File: src/rtl/xcvr_pkg.sv
package xcvr_pkg;

    localparam int SEC_W = 9;
    localparam int N_SEC = 2;

    typedef enum logic [1:0] {
        DRV_NONE = 2'd0,
        DRV_A    = 2'd1,
        DRV_B    = 2'd2
    } drv_side_e;

    typedef struct packed {
        logic oe_n;
        logic to_b;
        logic cap_ab;
        logic cap_ba;
        logic st_ab;
        logic st_ba;
    } sec_ctrl_t;

    function automatic drv_side_e pick_side(input logic rst, input logic oe_n,
                                            input logic to_b);
        if (rst || oe_n) return DRV_NONE;
        return to_b ? DRV_B : DRV_A;
    endfunction

endpackage

File: src/rtl/xcvr_store.sv
module xcvr_store #(
    parameter int W = 9
) (
    input  logic         clk,
    input  logic         rst,
    input  logic         strobe,
    input  logic [W-1:0] d,
    output logic [W-1:0] q,
    output logic         load
);
    logic strobe_q;

    assign load = strobe && !strobe_q;

    always_ff @(posedge clk) begin
        if (rst) begin
            strobe_q <= 1'b0;
            q        <= '0;
        end else begin
            strobe_q <= strobe;
            if (load) q <= d;
        end
    end

    // a rising strobe captures the data
    assert_capture_R4: assert property (@(posedge clk) disable iff (rst)
        load |=> (q == $past(d)));

    // without a rise the value is held
    assert_hold_R5: assert property (@(posedge clk) disable iff (rst)
        !load |=> $stable(q));

    // a held-high strobe cannot load twice in a row
    assert_single_rise_R4: assert property (@(posedge clk) disable iff (rst)
        load |=> !load);

endmodule

File: src/rtl/xcvr_section.sv
module xcvr_section
    import xcvr_pkg::*;
#(
    parameter int W = SEC_W
) (
    input  logic         clk,
    input  logic         rst,
    input  sec_ctrl_t    ctrl,
    input  logic [W-1:0] a_in,
    input  logic [W-1:0] b_in,
    output logic [W-1:0] a_out,
    output logic [W-1:0] a_oe,
    output logic [W-1:0] b_out,
    output logic [W-1:0] b_oe
);
    logic [W-1:0] reg_a;
    logic [W-1:0] reg_b;
    logic         load_a;
    logic         load_b;
    drv_side_e    side;
    logic [W-1:0] src_to_b;
    logic [W-1:0] src_to_a;

    xcvr_store #(.W(W)) u_store_a (
        .clk(clk), .rst(rst), .strobe(ctrl.cap_ab),
        .d(a_in), .q(reg_a), .load(load_a)
    );

    xcvr_store #(.W(W)) u_store_b (
        .clk(clk), .rst(rst), .strobe(ctrl.cap_ba),
        .d(b_in), .q(reg_b), .load(load_b)
    );

    always_comb begin
        side     = pick_side(rst, ctrl.oe_n, ctrl.to_b);
        src_to_b = ctrl.st_ab ? reg_a : a_in;
        src_to_a = ctrl.st_ba ? reg_b : b_in;
        a_oe     = '0;
        b_oe     = '0;
        a_out    = '0;
        b_out    = '0;
        case (side)
            DRV_B: begin
                b_oe  = '1;
                b_out = src_to_b;
            end
            DRV_A: begin
                a_oe  = '1;
                a_out = src_to_a;
            end
            default: ;
        endcase
    end

    // isolation drives neither port
    assert_isolate_R2: assert property (@(posedge clk) disable iff (rst)
        ctrl.oe_n |-> (a_oe == '0 && b_oe == '0 && a_out == '0 && b_out == '0));

    // never both ports at once
    assert_one_side_R3: assert property (@(posedge clk) disable iff (rst)
        !((|a_oe) && (|b_oe)));

    // transparent path follows the live input
    assert_live_ab_R7: assert property (@(posedge clk) disable iff (rst)
        (!ctrl.oe_n && ctrl.to_b && !ctrl.st_ab) |-> (b_out == a_in));

    // registered path shows the stored copy
    assert_stored_ba_R8: assert property (@(posedge clk) disable iff (rst)
        (!ctrl.oe_n && !ctrl.to_b && ctrl.st_ba) |-> (a_out == reg_b));

    // stored output stays put when no load happened
    assert_stored_steady_R11: assert property (@(posedge clk) disable iff (rst)
        (!ctrl.oe_n && ctrl.to_b && ctrl.st_ab && !load_a) |=>
        ((!ctrl.oe_n && ctrl.to_b && ctrl.st_ab) -> $stable(b_out)));

endmodule

File: src/rtl/xcvr_dual.sv
module xcvr_dual
    import xcvr_pkg::*;
#(
    parameter int W    = SEC_W,
    parameter int NSEC = N_SEC,
    localparam int TW  = W * NSEC
) (
    input  logic            clk,
    input  logic            rst,
    input  logic [NSEC-1:0] oe_n,
    input  logic [NSEC-1:0] dir,
    input  logic [NSEC-1:0] cap_ab,
    input  logic [NSEC-1:0] cap_ba,
    input  logic [NSEC-1:0] sel_ab,
    input  logic [NSEC-1:0] sel_ba,
    input  logic [TW-1:0]   a_in,
    output logic [TW-1:0]   a_out,
    output logic [TW-1:0]   a_oe,
    input  logic [TW-1:0]   b_in,
    output logic [TW-1:0]   b_out,
    output logic [TW-1:0]   b_oe
);
    for (genvar s = 0; s < NSEC; s++) begin : g_sec
        sec_ctrl_t c;
        assign c.oe_n   = oe_n[s];
        assign c.to_b   = dir[s];
        assign c.cap_ab = cap_ab[s];
        assign c.cap_ba = cap_ba[s];
        assign c.st_ab  = sel_ab[s];
        assign c.st_ba  = sel_ba[s];

        xcvr_section #(.W(W)) u_sec (
            .clk  (clk),
            .rst  (rst),
            .ctrl (c),
            .a_in (a_in[s*W +: W]),
            .b_in (b_in[s*W +: W]),
            .a_out(a_out[s*W +: W]),
            .a_oe (a_oe[s*W +: W]),
            .b_out(b_out[s*W +: W]),
            .b_oe (b_oe[s*W +: W])
        );
    end

    // nothing is driven while reset is held
    assert_reset_quiet_R10: assert property (@(posedge clk)
        rst |-> (a_oe == '0 && b_oe == '0));

endmodule

File: config.mk
export PLATFORM = sky130hd
export DESIGN_NAME = xcvr_dual
export DESIGN_NICKNAME = d
export VERILOG_FILES = /design/src/rtl/xcvr_pkg.sv /design/src/rtl/xcvr_store.sv /design/src/rtl/xcvr_section.sv /design/src/rtl/xcvr_dual.sv
export SDC_FILE = /design/constraint.sdc
export NUM_CORES = 1
export LEC_CHECK = 0
export ABC_AREA = 0
export CAP_MARGIN = 0
export CORE_AREA = 2 2 79 81
export CTS_BUF_LIST = sky130_fd_sc_hd__clkbuf_2
export CTS_CLUSTER_DIAMETER = 200
export DETAILED_ROUTE_END_ITERATION = 12
export DIE_AREA = 0 0 81 83
export MAX_ROUTING_LAYER = met4
export PLACE_DENSITY = 0.87
export SLEW_MARGIN = 5
export SYNTH_ARGS = -nofsm -noshare
export SYNTH_HDL_FRONTEND = slang
export SYNTH_SLANG_ARGS = --single-unit
File: constraint.sdc
create_clock -name clk -period 1.8 [get_ports clk]
set_clock_uncertainty 0.1 [all_clocks]
set_input_delay 0.27 -clock clk [delete_from_list [all_inputs] [get_ports clk]]
set_output_delay 0.27 -clock clk [all_outputs]
set_load 0.01 [all_outputs]
==> out/results.ini, run 1 <==
[layout]
syn_to_final_growth_pct=49.6
regArea_sq_um=801
drive_above_1_share=0.285
nets=446
design_area_sq_um=3890
fin_cells=472
antenna_cells=0
multi_input_area_sq_um=1480
fillCellCount=497

[power]
p_leak_nw=1.69
power_density_nw_per_um2=496
peakVddDrop_mv=0.344

[run_status]
violations=negative setup slack
outcome=complete, but fails checks

[global_routing]
grt_pass1_wl_um=11100
grt_max_degree=39
gr-usage-all-layers=0.208
grt_pass1_vias=2277
antenna_found_initial=0
grt-ovfl-total=0

[yosys]
synth.distinct_cells=18
synth_common_cells=40 x dfxtp_1, 36 x mux2i_1, 36 x nand2b_1, 36 x nand4bb_1, 36 x o21ai_1
yosysTopAreaCellShare=0.308
synth_area_leaders=dfxtp_1 31%, nand4bb_1 16%, mux2i_1 14%
yosys_warnings=0
synth_nets=338
synth_top_area_cell=dfxtp_1
ys_seq_area_frac=0.308
yosysMostFrequentCell=dfxtp_1
synth_edf_count=0
async_flop_share=0
synth_seq_cells=40
syn_area_sq_um=2600
syn_area_per_cell_sq_um=9.02
synth_cells=288
ys.flop_type=dfxtp_1

[sta]
grt_setup_unrepaired=true
period_share=1.00
worst_pin_slew_ps=300
max_clock_freq_mhz=554
max_slew_margin=0.800
period_needed_ps=1810
setup_tns_ps=-7.27
setup_viol=4
setup_ws_ps=-5.27
hold_ws_ps=349
finalHoldViolCount=0
slew_violations=0

[worst_setup_path]
critPathMaxStageDelay_ps=410
path_common_cell=dlygate4sd2_1
critical_path_required_ps=1430
cp_max_fo=9
crit_path_end_kind=primary output
cp.arrival_ps=1440
critPathTopFamily=buffers and inverters
crit_buf_inv=4
cp_slowest_cell=or3_4
startpoint_type=input port
critPathKind=input port to primary output
crit_chain=dlygate4sd2_1 -> or3_4 -> buf_4 -> inv_4 -> dlygate4sd2_1

[clock_network]
cts_tree=built
cts_buffers=5
root_buffer=clkbuf_2
cts_htree_levels=2
clk-insertion-delay-late_ps=380
clock_sinks=40
cts.clk_slew.worst_paths_ps=210
clockBufferDepth=2

[drt]
routed_wl_um=6900
wl_per_cell_um=14.6
postRouteAntennaNets=0
vias_per_cell=5.17
drc=0
first_iter_violations=105
vias=2441
dr.pass1.iters=4

[floorplanning]
ios=122
core_sq_um=5820
die_y_um=83
die_w_um=81
die_area_sq_um=6720
initial_core_util=0.447
rows=28

[worst_hold_path]
hold_path_class=input port to flop

[place]
placedCellCount=455
placed_cell_area_sq_um=3780
hpwl_um=4590
gp_congestion=0.753
port_buffers=121

[job]
cap_violations=0

[sequential cells by signal, indices dropped and copies added, names as in the netlist]
register                        cells
g_sec.u_sec.u_store_a.q            18
g_sec.u_sec.u_store_b.q            18
g_sec.u_sec.u_store_a.strobe_q      2
g_sec.u_sec.u_store_b.strobe_q      2
[layout make-up]
type / instances / share of cell area
multi-input combinational: 194 / 0.382
sequential: 40 / 0.206
clock buffer: 5 / 0.00644
inverter: 4 / 0.00644
timing repair buffer: 151 / 0.372
tap: 75 / 0.0241
clock inverter: 3 / 0.00354
[final timing paths]
path              cells past startpoint                               from                           endpoint  slack [ps]
setup / recovery                      5                            oe_n[0]                            a_oe[8]          -5
hold / removal                        3                                rst  g_sec[0].u_sec.u_store_a.strobe_q         350
setup reg to reg                      2  g_sec[1].u_sec.u_store_b.strobe_q      g_sec[1].u_sec.u_store_b.q[0]         620
hold reg to reg                       2      g_sec[0].u_sec.u_store_b.q[3]      g_sec[0].u_sec.u_store_b.q[3]         380
[layer usage]
metal,vias to the layer above,GRT usage,share of wire
met1,1147,0.256,0.42
met2,93,0.353,0.50
li1,1195,-,-
met4,0,0.0431,0.0074
met3,6,0.0370,0.065
met5,-,-,0
[worst register-to-register path: cells and delay by family (launching register included)]
kind,cells,cell delay (ps)
flops,1,540
simple gates,1,330
compound gates,1,160
[repair_timing]
action | 4_1_cts | 5_1_grt
pin swaps | 3 | 1
gates resized for setup | 181 | 17
setup buffers | 3 | 0
cloned | 6 | 0
endpoints found under the setup margin | 72 | 54
hold buffers | 0 | 0
[logic make-up (layout without fill, tap and decap cells)]
logic type      after synthesis  count (layout)  share of synthesized area
simple gates                120             122                      0.346
flops                        40              40                      0.308
buf+inv                      56             163                      0.137
mux                          36              36                      0.139
compound gates               36              36                     0.0694
[cell usage in the layout, fill, tap and decap left out, types with 2 or more instances in the layout]
cell type,count
and2b_2,3
buf_12,4
buf_2,17
buf_4,20
buf_6,3
bufbuf_16,3
clkbuf_2,10
clkdlybuf4s15_2,22
clkdlybuf4s50_1,40
clkinv_2,2
dfxtp_1,40
dlygate4sd2_1,36
inv_4,2
mux2i_1,34
mux2i_2,2
nand2b_1,36
nand4bb_1,36
nor2_1,18
nor2_2,18
nor2b_1,4
o21ai_1,36
or3_4,4
[where the power goes]
part / switching, mW / total (mW) / internal [mW]
combinational: 0.231 / 0.565 / 0.334
sequential: 0.0362 / 0.976 / 0.940
clock: 0.301 / 0.388 / 0.0875
total: 0.568 / 1.93 / 1.36
[per-stage QoR]
step | util | power (mW) | setup WS (ps)
2_1_floorplan | - | 1.28 | 345
3_3_place_gp | 0.650 | 1.53 | -543
3_5_place_dp | 0.650 | 1.55 | -559
4_1_cts | 0.679 | 1.95 | 0.868
5_1_grt | 0.668 | 2.03 | -55.7
6_report | 0.668 | 1.93 | -5.27
(Power assumes the default switching activity.)
==> inputs of run 2 (changes only) <==
Settings changed: SKIP_LAST_GASP set to 1.
==> run 2 against run 1 <==
  * The flow still finishes with violations (negative setup slack)
  * Global-route usage about the same
  * Final area up 1.2%
  * Combinational power up 0.9%
  * Register-to-register slack worse by 20 ps
  * Worst setup slack worse by 16 ps
  * Sequential cell count unchanged
  * Fmax down 0.87%
  * Clock power down 1%
  * Die area unchanged
  * Final cell count unchanged
  * Wire length up 1.2%
  * Critical path depth unchanged
  * Critical endpoint is now b_out[1]
  * Largest cell class is now non-clock buffers
  * Largest power group unchanged
  * Highest routed layer unchanged
==> out/results.ini, run 2 (synthesis gave the netlist of run 1 again) <==
[run_status]
outcome=complete, but fails checks
violations=negative setup slack

[layout]
antenna_cells=0
most-common-layout-cells=40 x dfxtp_1, 40 x clkdlybuf4s50_1
reg_top3=g_sec.u_sec.u_store_a.q x18, g_sec.u_sec.u_store_b.q x18
utilization=0.676
fin_cells=472
nets=446
syn_to_final_growth_pct=51.4
drive_above_1_share=0.285

[worst_setup_path]
crit_chain=dlygate4sd2_1 -> or3b_1 -> buf_6 -> nor2_2 -> clkdlybuf4s15_2
crit_buf_inv=3
r2r_cells=2
critPathMaxStageDelay_ps=390
startpoint_type=input port
cp_slowest_cell=or3b_1
critPathKind=input port to primary output
critPathTopFamily=buffers and inverters
cp.arrival_ps=1450
crit_path_end_kind=primary output
worstSetupPathDepth=5
critical_path_required_ps=1430
cp_max_fo=10

[global_routing]
grt-ovfl-total=0
antenna_found_initial=0
grt_pass1_wl_um=11100
grt_pass1_vias=2277
grt_max_degree=39
gr-usage-all-layers=0.208

[place]
hpwl_um=4590
gp_congestion=0.753
place_ws_ps=-559
placedCellCount=455
port_buffers=121

[power]
power_switching_uw=565
power.internal_mw=1.36
swShare=0.293
p_leak_nw=1.68
total_power_mw=1.93
peakVddDrop_mv=0.339
power_density_nw_per_um2=491
clock_power_share=0.199
pwr-share-comb=0.295
pwr-share-seq=0.506

[clock_network]
clockBufferDepth=2
cts_hold_buf=0
cts_htree_levels=2
root_buffer=clkbuf_2
clock_sinks=40
cts.clk_slew.worst_paths_ps=200
cts_tree=built
cts_buffers=5
clk-insertion-delay-late_ps=380

[drt]
routed_wl_um=6980
drc=0
vias=2453
first_iter_violations=107
postRouteAntennaNets=0
dr.pass1.iters=4
vias_per_cell=5.20
wl_per_cell_um=14.8

[sta]
period_needed_ps=1820
slew_violations=0
grt_setup_unrepaired=true
max_slew_margin=0.800
period_share=1.01
finalHoldViolCount=0
setup_ws_ps=-21.1
worst_pin_slew_ps=300
max_clock_freq_mhz=549
setup_tns_ps=-65.5
setup_viol=6

[floorplanning]
rows=28
die_w_um=81
initial_core_util=0.447
die_area_sq_um=6720
core_sq_um=5820
ios=122
die_y_um=83

[worst_hold_path]
hold_path_depth=3
hold_path_class=input port to flop

[job]
cap_violations=0

[run 2: cell types whose count changed in the layout (fill, tap and decap cells not counted), sizes merged]
cell / previous run / this run
buf: 44 / 36
clkdlybuf4s15: 23 / 31
[run 2: worst min-delay path: stages]
cell and delay (ps):
buf_2 170, buf_4 240, nor2b_1 120
[run 2: worst paths after layout]
kind | startpoint | to | slack [ps]
worst max-delay path | oe_n[0] | b_out[1] | -20
worst min-delay path | rst | g_sec[0].u_sec.u_store_a.strobe_q | 350
worst max register to register | g_sec[1].u_sec.u_store_b.strobe_q | g_sec[1].u_sec.u_store_b.q[1] | 600
worst min register to register | g_sec[0].u_sec.u_store_b.q[3] | g_sec[0].u_sec.u_store_b.q[3] | 380
[run 2: through the flow]
step | area, sq um | hold WS, ps
5_1_grt | 3930 | 332
2_1_floorplan | 2600 | 336
4_1_cts | 3980 | 310
3_5_place_dp | 3780 | 353
6_report | 3930 | 350
3_3_place_gp | 3780 | 351
[run 2: what timing repair did]
item | in CTS | in global routing
pin swaps | 3 | 1
setup endpoints to repair | 72 | 59
resized for setup | 176 | 13
hold endpoints to repair | 0 | 0
cloned | 6 | 0
setup buffers | 3 | 0
[run 2: cell type report]
class / count / area, sq um
inverters: 4 / 22.5
repair buffers: 151 / 1500
clock inverters: 3 / 13.8
clock buffers: 5 / 25.0
multi-input cells: 194 / 1480
well taps: 75 / 93.8
fillers: 484 / 1880
flip-flops and latches: 40 / 801
[run 2: routing by layer]
layer,global-route usage,wire (um),up-vias
met4,0.0431,57,0
li1,-,-,1198
met3,0.0370,466,8
met1,0.257,2920,1145
met5,-,0,-
met2,0.354,3540,102
[run 2: power by group through the flow]
stage          registers (mW)  logic [mW]  clock network, mW
3_5_place_dp            0.993       0.553                  0
4_1_cts                 0.976       0.572              0.403
6_report                0.976       0.570              0.384
3_3_place_gp            0.990       0.543                  0
2_1_floorplan           0.982       0.301                  0
5_1_grt                 0.984       0.611              0.437
